File: config.mk
export PLATFORM = sky130hd
export DESIGN_NAME = flash_pingpong_writer
export DESIGN_NICKNAME = d
export VERILOG_FILES = /design/src/rtl/flash_pingpong_writer.sv
export SDC_FILE = /design/constraint.sdc
export NUM_CORES = 1
export LEC_CHECK = 0
export ABC_AREA = 1
export BUFFER_PORTS_ARGS = -buffer_cell sky130_fd_sc_hd__buf_2
export CORE_MARGIN = 2
export CORE_UTILIZATION = 65
export DETAILED_ROUTE_END_ITERATION = 10
export PLACE_DENSITY_LB_ADDON = 0.25
export SLEW_MARGIN = 20
export SYNTH_ARGS = -nofsm -noshare
export SYNTH_HDL_FRONTEND = slang
export SYNTH_SLANG_ARGS = --single-unit
File: constraint.sdc
create_clock -name clk -period 5.15 [get_ports clk]
set_clock_uncertainty 0.2 [all_clocks]
set_input_delay 1.2875 -clock clk [delete_from_list [all_inputs] [get_ports clk]]
set_output_delay 1.2875 -clock clk [all_outputs]
set_load 0.005 [all_outputs]
File: src/rtl/flash_pingpong_writer.sv
module flash_pingpong_writer #(
  parameter int CLK_DIV    = 5,
  parameter int CS_GAP     = 25,
  parameter int PAGE_BYTES = 264,
  parameter int PAGE_W     = 12
) (
  input  logic              clk,
  input  logic              rst_n,
  input  logic              start,
  input  logic [PAGE_W-1:0] start_page,
  input  logic [7:0]        in_data,
  input  logic              in_valid,
  output logic              in_ready,
  input  logic              flush,
  output logic              busy,
  output logic              done,
  output logic              cs_n,
  output logic              sck,
  output logic              mosi,
  input  logic              miso
);
  localparam int AW    = $clog2(PAGE_BYTES);
  localparam int RSV_W = 24 - PAGE_W - AW;
  localparam int CW    = $clog2(PAGE_BYTES + 1);
  localparam int DW    = $clog2(CLK_DIV + 1);
  localparam int GW    = $clog2(CS_GAP + 1);

  typedef enum logic [1:0] {S_IDLE, S_GAP, S_BYTE, S_NEXT} st_t;
  typedef enum logic [1:0] {K_WR, K_POLL, K_PROG} kind_t;

  st_t   st;
  kind_t kind;
  logic [7:0]        sh, rx, opc, hdr;
  logic [DW-1:0]     ph;
  logic [2:0]        bitn, idx;
  logic [CW-1:0]     cnt;
  logic [GW-1:0]     gap;
  logic [PAGE_W-1:0] page;
  logic              bsel, pend, last;
  logic [23:0]       addr24;
  logic              hdr_more, page_full;

  always_comb begin
    case (kind)
      K_WR:    opc = bsel ? 8'h87 : 8'h84;
      K_POLL:  opc = 8'h57;
      default: opc = bsel ? 8'h86 : 8'h83;
    endcase
    case (idx)
      3'd1:    hdr = addr24[23:16];
      3'd2:    hdr = addr24[15:8];
      default: hdr = addr24[7:0];
    endcase
  end

  assign addr24    = (kind == K_PROG) ? {{RSV_W{1'b0}}, page, {AW{1'b0}}} : 24'h0;
  assign hdr_more  = (kind == K_POLL) ? (idx == 3'd1) : (idx < 3'd4);
  assign page_full = (cnt == CW'(PAGE_BYTES));
  assign in_ready  = (st == S_NEXT) && (kind == K_WR) && !hdr_more && !page_full && !flush;
  assign busy      = (st != S_IDLE);
  assign mosi      = !cs_n && sh[7];

  always_ff @(posedge clk or negedge rst_n) begin
    if (!rst_n) begin
      st <= S_IDLE; kind <= K_WR; sh <= '0; rx <= '0; ph <= '0; bitn <= '0;
      idx <= '0; cnt <= '0; gap <= '0; page <= '0; bsel <= 1'b0; pend <= 1'b0;
      last <= 1'b0; cs_n <= 1'b1; sck <= 1'b0; done <= 1'b0;
    end else begin
      done <= 1'b0;
      case (st)
        S_IDLE: if (start) begin
          page <= start_page; bsel <= 1'b0; cnt <= '0; pend <= 1'b0;
          last <= 1'b0; kind <= K_WR; gap <= '0; st <= S_GAP;
        end
        S_GAP: if (gap == GW'(CS_GAP - 1)) begin
          cs_n <= 1'b0; sh <= opc; idx <= 3'd1; ph <= '0; bitn <= '0; st <= S_BYTE;
        end else gap <= gap + 1'b1;
        S_BYTE: if (ph == DW'(CLK_DIV - 1)) begin
          ph <= '0;
          if (!sck) begin
            sck <= 1'b1;
            rx  <= {rx[6:0], miso};
          end else begin
            sck <= 1'b0;
            if (bitn == 3'd7) st <= S_NEXT;
            else begin
              bitn <= bitn + 1'b1;
              sh   <= {sh[6:0], 1'b0};
            end
          end
        end else ph <= ph + 1'b1;
        default: begin
          if (hdr_more) begin
            sh <= hdr; idx <= idx + 1'b1; ph <= '0; bitn <= '0; st <= S_BYTE;
          end else if (kind == K_WR) begin
            if (in_ready && in_valid) begin
              sh <= in_data; cnt <= cnt + 1'b1; ph <= '0; bitn <= '0; st <= S_BYTE;
            end else if (page_full || flush) begin
              pend <= (cnt != '0); last <= flush; kind <= K_POLL;
              cs_n <= 1'b1; gap <= '0; st <= S_GAP;
            end
          end else if (kind == K_POLL) begin
            cs_n <= 1'b1; gap <= '0;
            if (!rx[7]) st <= S_GAP;
            else if (pend) begin kind <= K_PROG; st <= S_GAP; end
            else begin done <= 1'b1; st <= S_IDLE; end
          end else begin
            page <= page + 1'b1; bsel <= !bsel; pend <= 1'b0; cnt <= '0;
            kind <= last ? K_POLL : K_WR; cs_n <= 1'b1; gap <= '0; st <= S_GAP;
          end
        end
      endcase
    end
  end
endmodule

# Word-level counts from Yosys, hierarchy flattened
# Cells that the tools add are included.
classes:
  addsub: 6
  multipliers: 0
  n_div: 0
  n_lt_le_gt_ge: 1
  n_eq_ne: 35
  n_shift: 0
  n_mux: 96
  n_bitwise: 5
  reduce_logical: 37
op_table:
  columns: ["op", "n"]
  rows:
  - ["$mux 8", 7]
  - ["$mux 12", 4]
  - ["$mux 9", 5]
  - ["$mux 2", 18]
  - ["$mux 3", 11]
  - ["$pmux 8 s2", 2]
  - ["$mux 5", 6]
  - ["$mux 1", 29]
  - ["$pmux 12 s2", 1]
  - ["$pmux 8 s3", 1]
  - ["$reduce_and 6->1", 4]
  - ["$mux 21", 1]
  - ["$pmux 3 s3", 2]
  - ["$pmux 9 s2", 1]
  - ["$ne 3x1->1 const B", 5]
  - ["$pmux 5 s3", 1]
  - ["$reduce_and 5->1", 3]
  - ["$ne 2x2->1 const B", 7]
  - ["$reduce_and 7->1", 2]
  - ["$add 12x1->12 const B", 1]
  - ["$ne 4x2->1 const B", 3]
  - ["$ne 2x1->1 const B", 5]
  - ["$add 3x1->3 const B", 3]
  - ["$add 9x1->9 const B", 1]
  - ["other kinds (29)", 57]
word_totals:
  reg_bits: 61
  latchBits: 0
  mem_bits_rw: 0
  mem_bits_ro: 0
  input_bits: 26
  output_inout_bits: 6
  wordCells: 196
  n_memories: 0

# Logic depth before layout (Yosys ltp)
# Gate-level depths: netlist of the first run.
depth:
  depth_word: 11
  depth_mapped: 12
  depth_no_buf: 11

# Least setup slack after synthesis of the first run
# OpenSTA, ideal clock, no wires.
synth_timing:
  path_type: "in2out"
  from: "input flush"
  to: "output in_ready"
  arrival_ns: 1.615
  required_ns: 3.663
  slack_ns: 2.047
  cell_stages: 3
  n_path_buf: 0
  path_cell_list: "inv_1 nand3_1 inv_1"
synth_via:
  elab_chain_len: 2
synth_rtl:
  columns: ["item", "line_no", "text"]
  rows:
  - ["start: declaration", "14", "input logic flush,"]
  - ["$logic_not 1->1", "59", "assign in_ready = (st == S_NEXT) && (kind == K_WR) && !hdr_more && !page_full && !flush;"]
  - ["$logic_and 1x1->1", "59", null]
  - ["end: declaration", "13", "output logic in_ready,"]
# No other way between the ends.

# Final worst setup path of the first run
# Same ends and word-level chain as after synthesis.

==> metrics.txt, run 1 <==
Die ar. 6860 um2; fin cells 641; Placer Congestion 0.931; initial antenna violation count 0; final core utilization between 70 and 80%; maximum root-to-sink buffer count 2; routed vias 3669; PostCTS Resize Cnt 0; crit path DAT about 1.9 ns; die width about 83 um; Yosys warnings 0; status finished, final reports clean; Vias per Instance around 5.7; die height between 80 and 90 um; crit start category primary input; post-synthesis instance total 531; Setup Crit Path Kind in2out; TritonCTS clock tree done; WHS ~0.28 ns; GRT busiest layer met2; FF-to-FF setup slack ~2.6 ns; syn avg cell area around 7.6 um2; num rows 28; Ports 32; Power Dens Cells slightly below 600 nW/um2; Yosys reg bits between 60 and 70; post-synth design cell area 4040 um2; drt pass-1 iters 5; final slew viol count 0; fill count about 460; CTS sink cnt 61; # nets final 604; final period utilization approximately 67%; ANT cells 0; reg2reg end sh[2]; final hold violations 0; critical path data required time roughly 3.7 ns; clock transition at the registers of the reported paths ~0.070 ns; setup repair bufs after CTS 0; area grow syn2layout 9.29%; Core Region between 5000 and 6000 um2; placed cells ~630; crit-path cells buf_2 -> inv_1 -> nand3_1 -> inv_1 -> buf_2; r2r worst-path depth 7; crit end category output port; final wirelength between 9000 and 10000 um; met1 GRT Util approximately two fifths; Hold WC Path Type reg2reg; fmax roughly 290 MHz; number of CTS-inserted buffers 9; CP endpoint in_ready; total track usage around 28%; unrepaired setup endpoints after global routing no; WL per Instance around 14 um; depth of the CTS H-tree 3; vias in the first global route roughly 3500; Least-Margin Pin Slew slightly above 1 ns; Syn Nets about 570; Initial Utilization between 60% and 70%; largest net degree at the start of global routing 42; post-route ant nets 0; CP max FO 5; Slew HR between 30% and 40%; Worst VDD drop roughly 510 uV; M2 GR Usage around 44%; met3 usage 4.87%; aggregate global routing overflow 0; root buf cell clkbuf_8; min Tclk post-route 3.43 ns; slowest stage delay, CP roughly 0.16 ns; initial drt markers ~270; DP Wirelength 6300 um; # DRC 0; post-synth top area share 37.2%; crit path launch flush; largest area contributor in the netlist dfrtp_1; most common cell after layout, fill and taps aside nand2_1; worst skew pair latency 0.34 ns; Seq/Total Area, Yosys between 30% and 40%; setup TNS 0 ns; commonest non-fill, non-tap cells in the layout nand2_1, dfrtp_1, inv_1; Area contributors post-synth dfrtp_1, nand2_1, nand3_1, inv_1, ha_1; CP max-delay cell inv_1; Leakage 2.28 nW; fraction of layout cells with a size suffix above 1 15.7%; number of I/O port buffers 31; Reg2Reg Launch Point st[0]; hold bufs inserted after CTS 0; maxcap violations 0; first-pass GRT wire length ~16000 um; Synth cell types 43; final setup violation count 0
## where the power goes
group	internal (mW)	total (mW)	leakage [nW]	switching, mW
combinational	0.411	1.35	1.36	0.944
clock	0.285	0.483	0.112	0.199
sequential	0.618	0.753	0.804	0.136
## critical path: cells and delay by family
kind | cells | cell delay, ns
buffers and inverters | 4 | 0.52
and+or+nand+nor | 1 | 0.12
## logic make-up after synthesis
| family | Yosys count | share of synthesized area, % |
|---|---|---|
| AO/OA/AOI/OAI | 66 | 8.98 |
| XOR/XNOR | 9 | 1.95 |
| adder cells (fa/ha/maj) | 17 | 5.26 |
| buffers and inverters | 76 | 8.79 |
| flip-flops | 61 | 37.8 |
| multiplexers | 6 | 1.67 |
| AND/OR/NAND/NOR | 296 | 35.5 |
## layer usage
layer,routed length [um],up-vias
met4,230,0
met1,4070,1700
met2,4160,141
met3,573,28
met5,0,-
li1,-,1800
## cells in the mapped netlist
cell and count:
nand2_1 143, nand2_2 8, nand3b_4 1, a31oi_1 3
clkbuf_1 3, ha_1 17, dfstp_2 1, mux2_2 6
nand4_4 1, nand3_4 3, nor3_4 1, buf_6 4
nor4_1 3, inv_1 58, a211oi_2 1, inv_4 2
nor3_1 11, xnor2_1 4, nand3b_1 1, o22ai_1 4
buf_2 4, a21oi_1 16, or2_2 1, nor2_2 2
nor2_4 2, nand2_4 4, nor2_1 43, o21ai_1 6
nand3_1 51, buf_8 1, xor2_1 5, dfrtp_1 60
buf_4 1, clkbuf_8 1, nand3_2 1, nand4_2 1
inv_6 1, clkinv_1 1, nand4_1 18, o21ai_0 31
o21ai_2 3, o211ai_1 2, nand2_8 1
## through the flow
step	area [um2]	total power, mW	setup WS (ns)
after global routing	4420	2.81	1.67
final	4420	2.59	1.72
after CTS	4420	2.58	1.72
after detailed placement	4190	2.08	1.75
after global placement	4190	2.05	1.77
after floorplan	4040	1.85	2.05
## state kept, by name, summed over array words and instances, names as in the netlist
signal,count
last,1
gap,5
page,12
idx,3
done,1
cs_n,1
bsel,1
rx,8
cnt,9
sh,8
bitn,3
kind,2
st,2
sck,1
ph,3
pend,1
## cell type report
class / count / area, um2 / area share, %
flip-flops and latches: 61 / 1530 / 34.6
inverters: 62 / 243 / 5.50
multi-input cells: 394 / 2160 / 48.9
clock inverters: 6 / 86.3 / 1.95
clock buffers: 10 / 138 / 3.12
well taps: 75 / 93.8 / 2.12
repair buffers: 33 / 170 / 3.85
## worst min path at each step
stage | start | to | slack (ns) | cells after the start
6_report | sh[0] | sh[0] | 0.28 | 2
5_1_grt | sh[6] | sh[6] | 0.30 | 2
4_1_cts | sh[0] | sh[0] | 0.28 | 2
3_5_place_dp | sh[0] | sh[0] | 0.26 | 2
3_3_place_gp | sh[0] | sh[0] | 0.26 | 2
2_1_floorplan | sh[7] | sh[7] | 0.24 | 2
No activity file was read; power rests on OpenSTA's default activity.
==> run 2, diff against run 1 <==
Settings changed: ABC_AREA 1 to 0, CORE_UTILIZATION 65 to 54.
Clock period 5.15 ns to 3.1 ns, I/O delays scaled along.
==> run 2 against run 1 <==
Cell area shrank 5.8%. Synthesized area shrank 7.1%. Core utilization shrank 13 points. Register-to-register slack lost 2.2 ns. Non-clock buffer count grew 7. Combinational power shrank 97%. Final cell count shrank 21%. Die area grew 11%. First-iteration DRC count shrank 45%. Largest cell class unchanged. Highest routed layer unchanged.
==> metrics.txt, run 2 <==
fmax 333 MHz; largest net degree at the start of global routing 38 (-9.5%); Worst Path Buf+Inv 2 (-2); post-synth top area share 40.0% (+2.8 points); maxcap violations 0 (unchanged); Least-Margin Pin Slew 0.826 ns (-0.205 ns); fill count 588 (+28%); crit end category output port; async set-reset flop share out of synthesis 100% (unchanged); maximum root-to-sink buffer count 2 (unchanged); Slew HR 44.2% (+13 points); initial drt markers 149 (-45%); CTS sink cnt 61 (unchanged); Worst VDD drop 267 uV (-48%); top flop regs page (12), cnt (9); WHS 0.237 ns (-0.0397 ns); fin cells 506 (-21%); crit path DAT 2.02 ns (+0.08 ns); post-synthesis instance total 393 (-26%); Area contributors post-synth dfrtp_1, ha_1, nand2_1, a21oi_1, mux2_4; aggregate global routing overflow 0 (unchanged); hold bufs inserted after CTS 0 (unchanged); family with the most delay on the worst path simple AND/OR/NAND/NOR gates; setup repair bufs after CTS 0 (unchanged); CP max FO 6 (+1); CP max-delay cell or4b_4; FF-to-FF setup slack 0.32 ns (-2.24 ns); Synth cell types 67 (+56%); r2r worst-path depth 7 (unchanged); number of CTS-inserted buffers 9 (unchanged); fraction of layout cells with a size suffix above 1 21.1% (+5.4 points); worst skew pair latency 0.34 ns (about the same); WL per Instance 16.1 um (+14%); final period utilization a little over nine tenths; post-synth design cell area 3750 um2 (-7.1%); Placer Congestion 0.836 (-10%); post-route ant nets 0 (unchanged); Yosys warnings 0 (unchanged); root buf cell clkbuf_8; # DRC 0 (unchanged); total power 1.58 mW (-39%); placed cells 490 (-22%); pre-CTS WS 0.346 ns (-1.40 ns); cell with the most instances after synthesis dfrtp_1; max reg flops 12 (unchanged); ANT cells 0 (unchanged); Syn Nets 436 (-24%); Power Dens Cells 378 nW/um2 (-36%); reg2reg end cnt[7]; die height 87.4 um (+5.5%); number of I/O port buffers 31 (unchanged); Leakage 1.92 nW (-16%); Initial Utilization 55.6% (-12 points); commonest non-fill, non-tap cells in the layout dfrtp_1, nand2_1, buf_2; Seq/Total Area, Yosys 40.7% (+2.9 points); Die ar. 7630 um2 (+11%); largest area contributor in the netlist dfrtp_1; Setup Crit Path Kind reg2out; final core utilization 61.6% (-13 points); crit start category register; Reg area 1530 um2 (unchanged); slowest stage delay, CP 0.50 ns (+0.34 ns); Placement Cell Area 3950 um2 (-5.8%); post-layout worst setup margin 0.101 ns (-1.62 ns); final instance area 4160 um2 (-5.8%); total track usage 23.2% (-4.9 points); final hold violations 0 (unchanged); final wirelength 8120 um (-10%); PostCTS Resize Cnt 0 (unchanged); area grow syn2layout 10.9%; Hold WC Path Type in2async; min Tclk post-route approximately 3 ns; setup TNS 0 ns (unchanged); EDFF count, synth 0 (unchanged); syn avg cell area 9.55 um2 (+25%); first-pass GRT wire length 13900 um (-12%); DP Wirelength 5830 um (-7.5%); final setup violation count 0 (unchanged); TritonCTS clock tree done; Core Region 6760 um2 (+13%); drt pass-1 iters 4 (-1); Reg2Reg Launch Point st[0]; most instantiated cells after synthesis dfrtp_1, nand2_1, a21oi_1, nand3_1; multi-input logic area 2030 um2 (-6.1%); Reg with most FFs page; num rows 30 (+7.1%); depth of the CTS H-tree 3 (unchanged); Ports 32 (unchanged); routed vias 3035 (-17%); Yosys reg bits 61 (unchanged); # nets final 464 (-23%); Vias per Instance 6.00 (+4.8%); vias in the first global route 3014 (-14%); status finished, final reports clean; initial antenna violation count 0 (unchanged); die width 87.4 um (+5.5%); Post-synth top flop dfrtp_1; unrepaired setup endpoints after global routing no; clock transition at the registers of the reported paths 0.08 ns (about the same); critical path data required time 2.12 ns (-1.54 ns); final slew viol count 0 (unchanged); crit-path cells inv_1 -> ha_1 -> or4b_4 -> o21a_1 -> and3_1 -> buf_2; most common cell after layout, fill and taps aside dfrtp_1
[run 2: kinds of logic (layout without fill, tap and decap cells)]
group	after synthesis	in the layout	synth area share, %
AND/OR/NAND/NOR	143	143	20.6
XOR/XNOR	4	4	0.933
adder cells (fa/ha/maj)	17	17	5.67
AO/OA/AOI/OAI	100	100	17.9
flip-flops	61	61	40.7
multiplexers	27	27	8.60
buffers and inverters	41	74	5.60
[run 2: metal layers]
| metal | share of wire (%) | vias up | track usage [%] |
|---|---|---|---|
| li1 | - | 1498 | - |
| met1 | 48 | 1458 | 32.5 |
| met2 | 46 | 65 | 35.5 |
| met3 | 4.5 | 14 | 4.45 |
| met4 | 1.8 | 0 | 9.09 |
| met5 | 0 | - | 0 |
[run 2: worst max path at each step]
stage | start | endpoint | cells after the start
floorplan | flush | in_ready | 3
global placement | cnt[0] | in_ready | 6
detailed placement | st[0] | cnt[7] | 7
CTS | cnt[0] | in_ready | 6
global route | cnt[1] | in_ready | 6
finish | cnt[0] | in_ready | 6
[run 2: report_power, final]
| group | internal, mW | switching, mW | total [mW] |
|---|---|---|---|
| logic | 0.0176 | 0.0235 | 0.0411 |
| clock network | 0.398 | 0.334 | 0.733 |
| registers | 0.799 | 0.00199 | 0.801 |
[run 2: final cells by class]
type / instances / area share (%)
clock buffers: 10 / 3.31
inverters: 18 / 1.62
flip-flops and latches: 61 / 36.7
well taps: 80 / 2.40
repair buffers: 40 / 5.65
multi-input cells: 291 / 48.7
clock inverters: 6 / 1.65
==> run 3, diff against run 2 <==
Settings changed: CORE_ASPECT_RATIO set to 1.25.
==> run 3 against run 2 <==
Global-route usage shrank 0.34 points. Worst hold slack improved by 0.019 ns. Critical path depth unchanged. Sequential power barely moved. Wire length fell by 1.1%. Core utilization is 0.69 points lower. Power down 1.5%. Non-clock buffer count up 2. Clock power fell by 3.0%. Cell area up 0.24%. Critical endpoint unchanged.
==> metrics.txt, run 3 (synthesis gave the netlist of run 2 again) <==
aggregate global routing overflow 0 (unchanged); reg2reg end page[3]; clock transition at the registers of the reported paths 0.07 ns (about the same); total track usage 22.8% (-0.34 points); crit end category output port; Power Dens Cells 372 nW/um2 (-1.7%); DP Wirelength 5830 um (about the same); fin cells 518 (+2.4%); root buf cell clkbuf_8; first-pass GRT wire length 13800 um (-0.30%); drt pass-1 iters 4 (unchanged); WHS 0.256 ns (+0.0190 ns); routed vias 3061 (+0.86%); number of CTS-inserted buffers 9 (unchanged); CP max FO 6 (unchanged); fill count 595 (+1.2%); initial drt markers 163 (+9.4%); setup repair bufs after CTS 0 (unchanged); status finished, final reports clean; Setup Crit Path Kind reg2out; initial antenna violation count 0 (unchanged); crit path DAT 2.02 ns (about the same); crit start category register; fraction of layout cells with a size suffix above 1 21.7% (+0.60 points); setup TNS 0 ns (unchanged); Vias per Instance 5.91 (-1.5%); r2r worst-path depth 9 (+2); Reg with most FFs page; Least-Margin Pin Slew 0.809 ns (-0.0173 ns); worst skew pair latency 0.35 ns (about the same); Die ar. 7640 um2 (about the same); WL per Instance 15.5 um (-3.4%); CTS sink cnt 61 (unchanged); maximum root-to-sink buffer count 2 (unchanged); number of I/O port buffers 31 (unchanged); final slew viol count 0 (unchanged); TritonCTS clock tree done; ANT cells 0 (unchanged); pre-CTS WS 0.453 ns (+0.107 ns); Reg2Reg Launch Point st[0]; most common cell after layout, fill and taps aside dfrtp_1; num rows 34 (+13%); # nets final 466 (+0.43%); final instance area 4170 um2 (+0.24%); fmax 333 MHz (about the same); Hold WC Path Type in2async; final wirelength 8030 um (-1.1%); multi-input logic area 2030 um2 (unchanged); die width 78.6 um (-10%); Placer Congestion 0.839 (+0.36%); Ports 32 (unchanged); placed cells 502 (+2.4%); depth of the CTS H-tree 3 (unchanged); Slew HR 45.3% (+1.2 points); vias in the first global route 2961 (-1.8%); final setup violation count 0 (unchanged); unrepaired setup endpoints after global routing no; max reg flops 12 (unchanged); Initial Utilization 54.8% (-0.75 points); min Tclk post-route 3.00 ns (+0.000327 ns); final core utilization 60.9% (-0.69 points); Reg area 1530 um2 (about the same); area grow syn2layout 11.2%; post-route ant nets 0 (unchanged); FF-to-FF setup slack 0.57 ns (+0.25 ns); critical path data required time 2.12 ns (about the same); Core Region 6850 um2 (+1.4%); Placement Cell Area 3970 um2 (+0.38%); final hold violations 0 (unchanged); # DRC 0 (unchanged); Leakage 1.92 nW (-0.20%); post-layout worst setup margin 0.101 ns (-0.000327 ns); top flop regs page (12), cnt (9); die height 97.2 um (+11%); final period utilization 96.7% (about the same); commonest non-fill, non-tap cells in the layout dfrtp_1, nand2_1, buf_2; Worst VDD drop 204 uV (-24%); total power 1.55 mW (-1.5%); largest net degree at the start of global routing 31 (-18%); maxcap violations 0 (unchanged)
run 3: where the power goes:
group	total, mW	switching, mW	internal, mW
logic	0.0401	0.0234	0.0167
clock network	0.711	0.338	0.373
registers	0.801	0.00187	0.799
total	1.55	0.363	1.19
run 3: repair_timing:
action,4_1_cts,5_1_grt
endpoints found under the setup margin,0,1
gates resized for setup,0,1
hold buffers,0,0
run 3: critical path, cell delays in order (launching register included):
cell and delay (ns):
dfrtp_2 0.44, inv_1 0.07, ha_1 0.12, or4b_4 0.50, o21a_1 0.24, and3_1 0.19, buf_2 0.12
run 3: layer usage:
| metal | part of all wire, % | global-route usage, % | wire [um] |
|---|---|---|---|
| met1 | 45 | 29.9 | 3620 |
| met2 | 51 | 37.3 | 4070 |
| met3 | 2.6 | 4.18 | 208 |
| met4 | 1.7 | 9.04 | 135 |
| met5 | 0 | 0 | 0 |
run 3: worst max-delay path by stage:
stage,startpoint,endpoint
6_report,cnt[0],in_ready
5_1_grt,cnt[1],in_ready
4_1_cts,cnt[0],in_ready
3_5_place_dp,cnt[0],in_ready
3_3_place_gp,cnt[0],in_ready
2_1_floorplan,flush,in_ready
run 3: area by class of cell:
| cell class | instances | area share, % |
|---|---|---|
| clock buffer | 9 | 2.97 |
| clock inverter | 7 | 1.83 |
| inverter | 18 | 1.62 |
| multi-input combinational | 291 | 48.5 |
| sequential | 61 | 36.6 |
| tap | 90 | 2.70 |
| timing repair buffer | 42 | 5.70 |
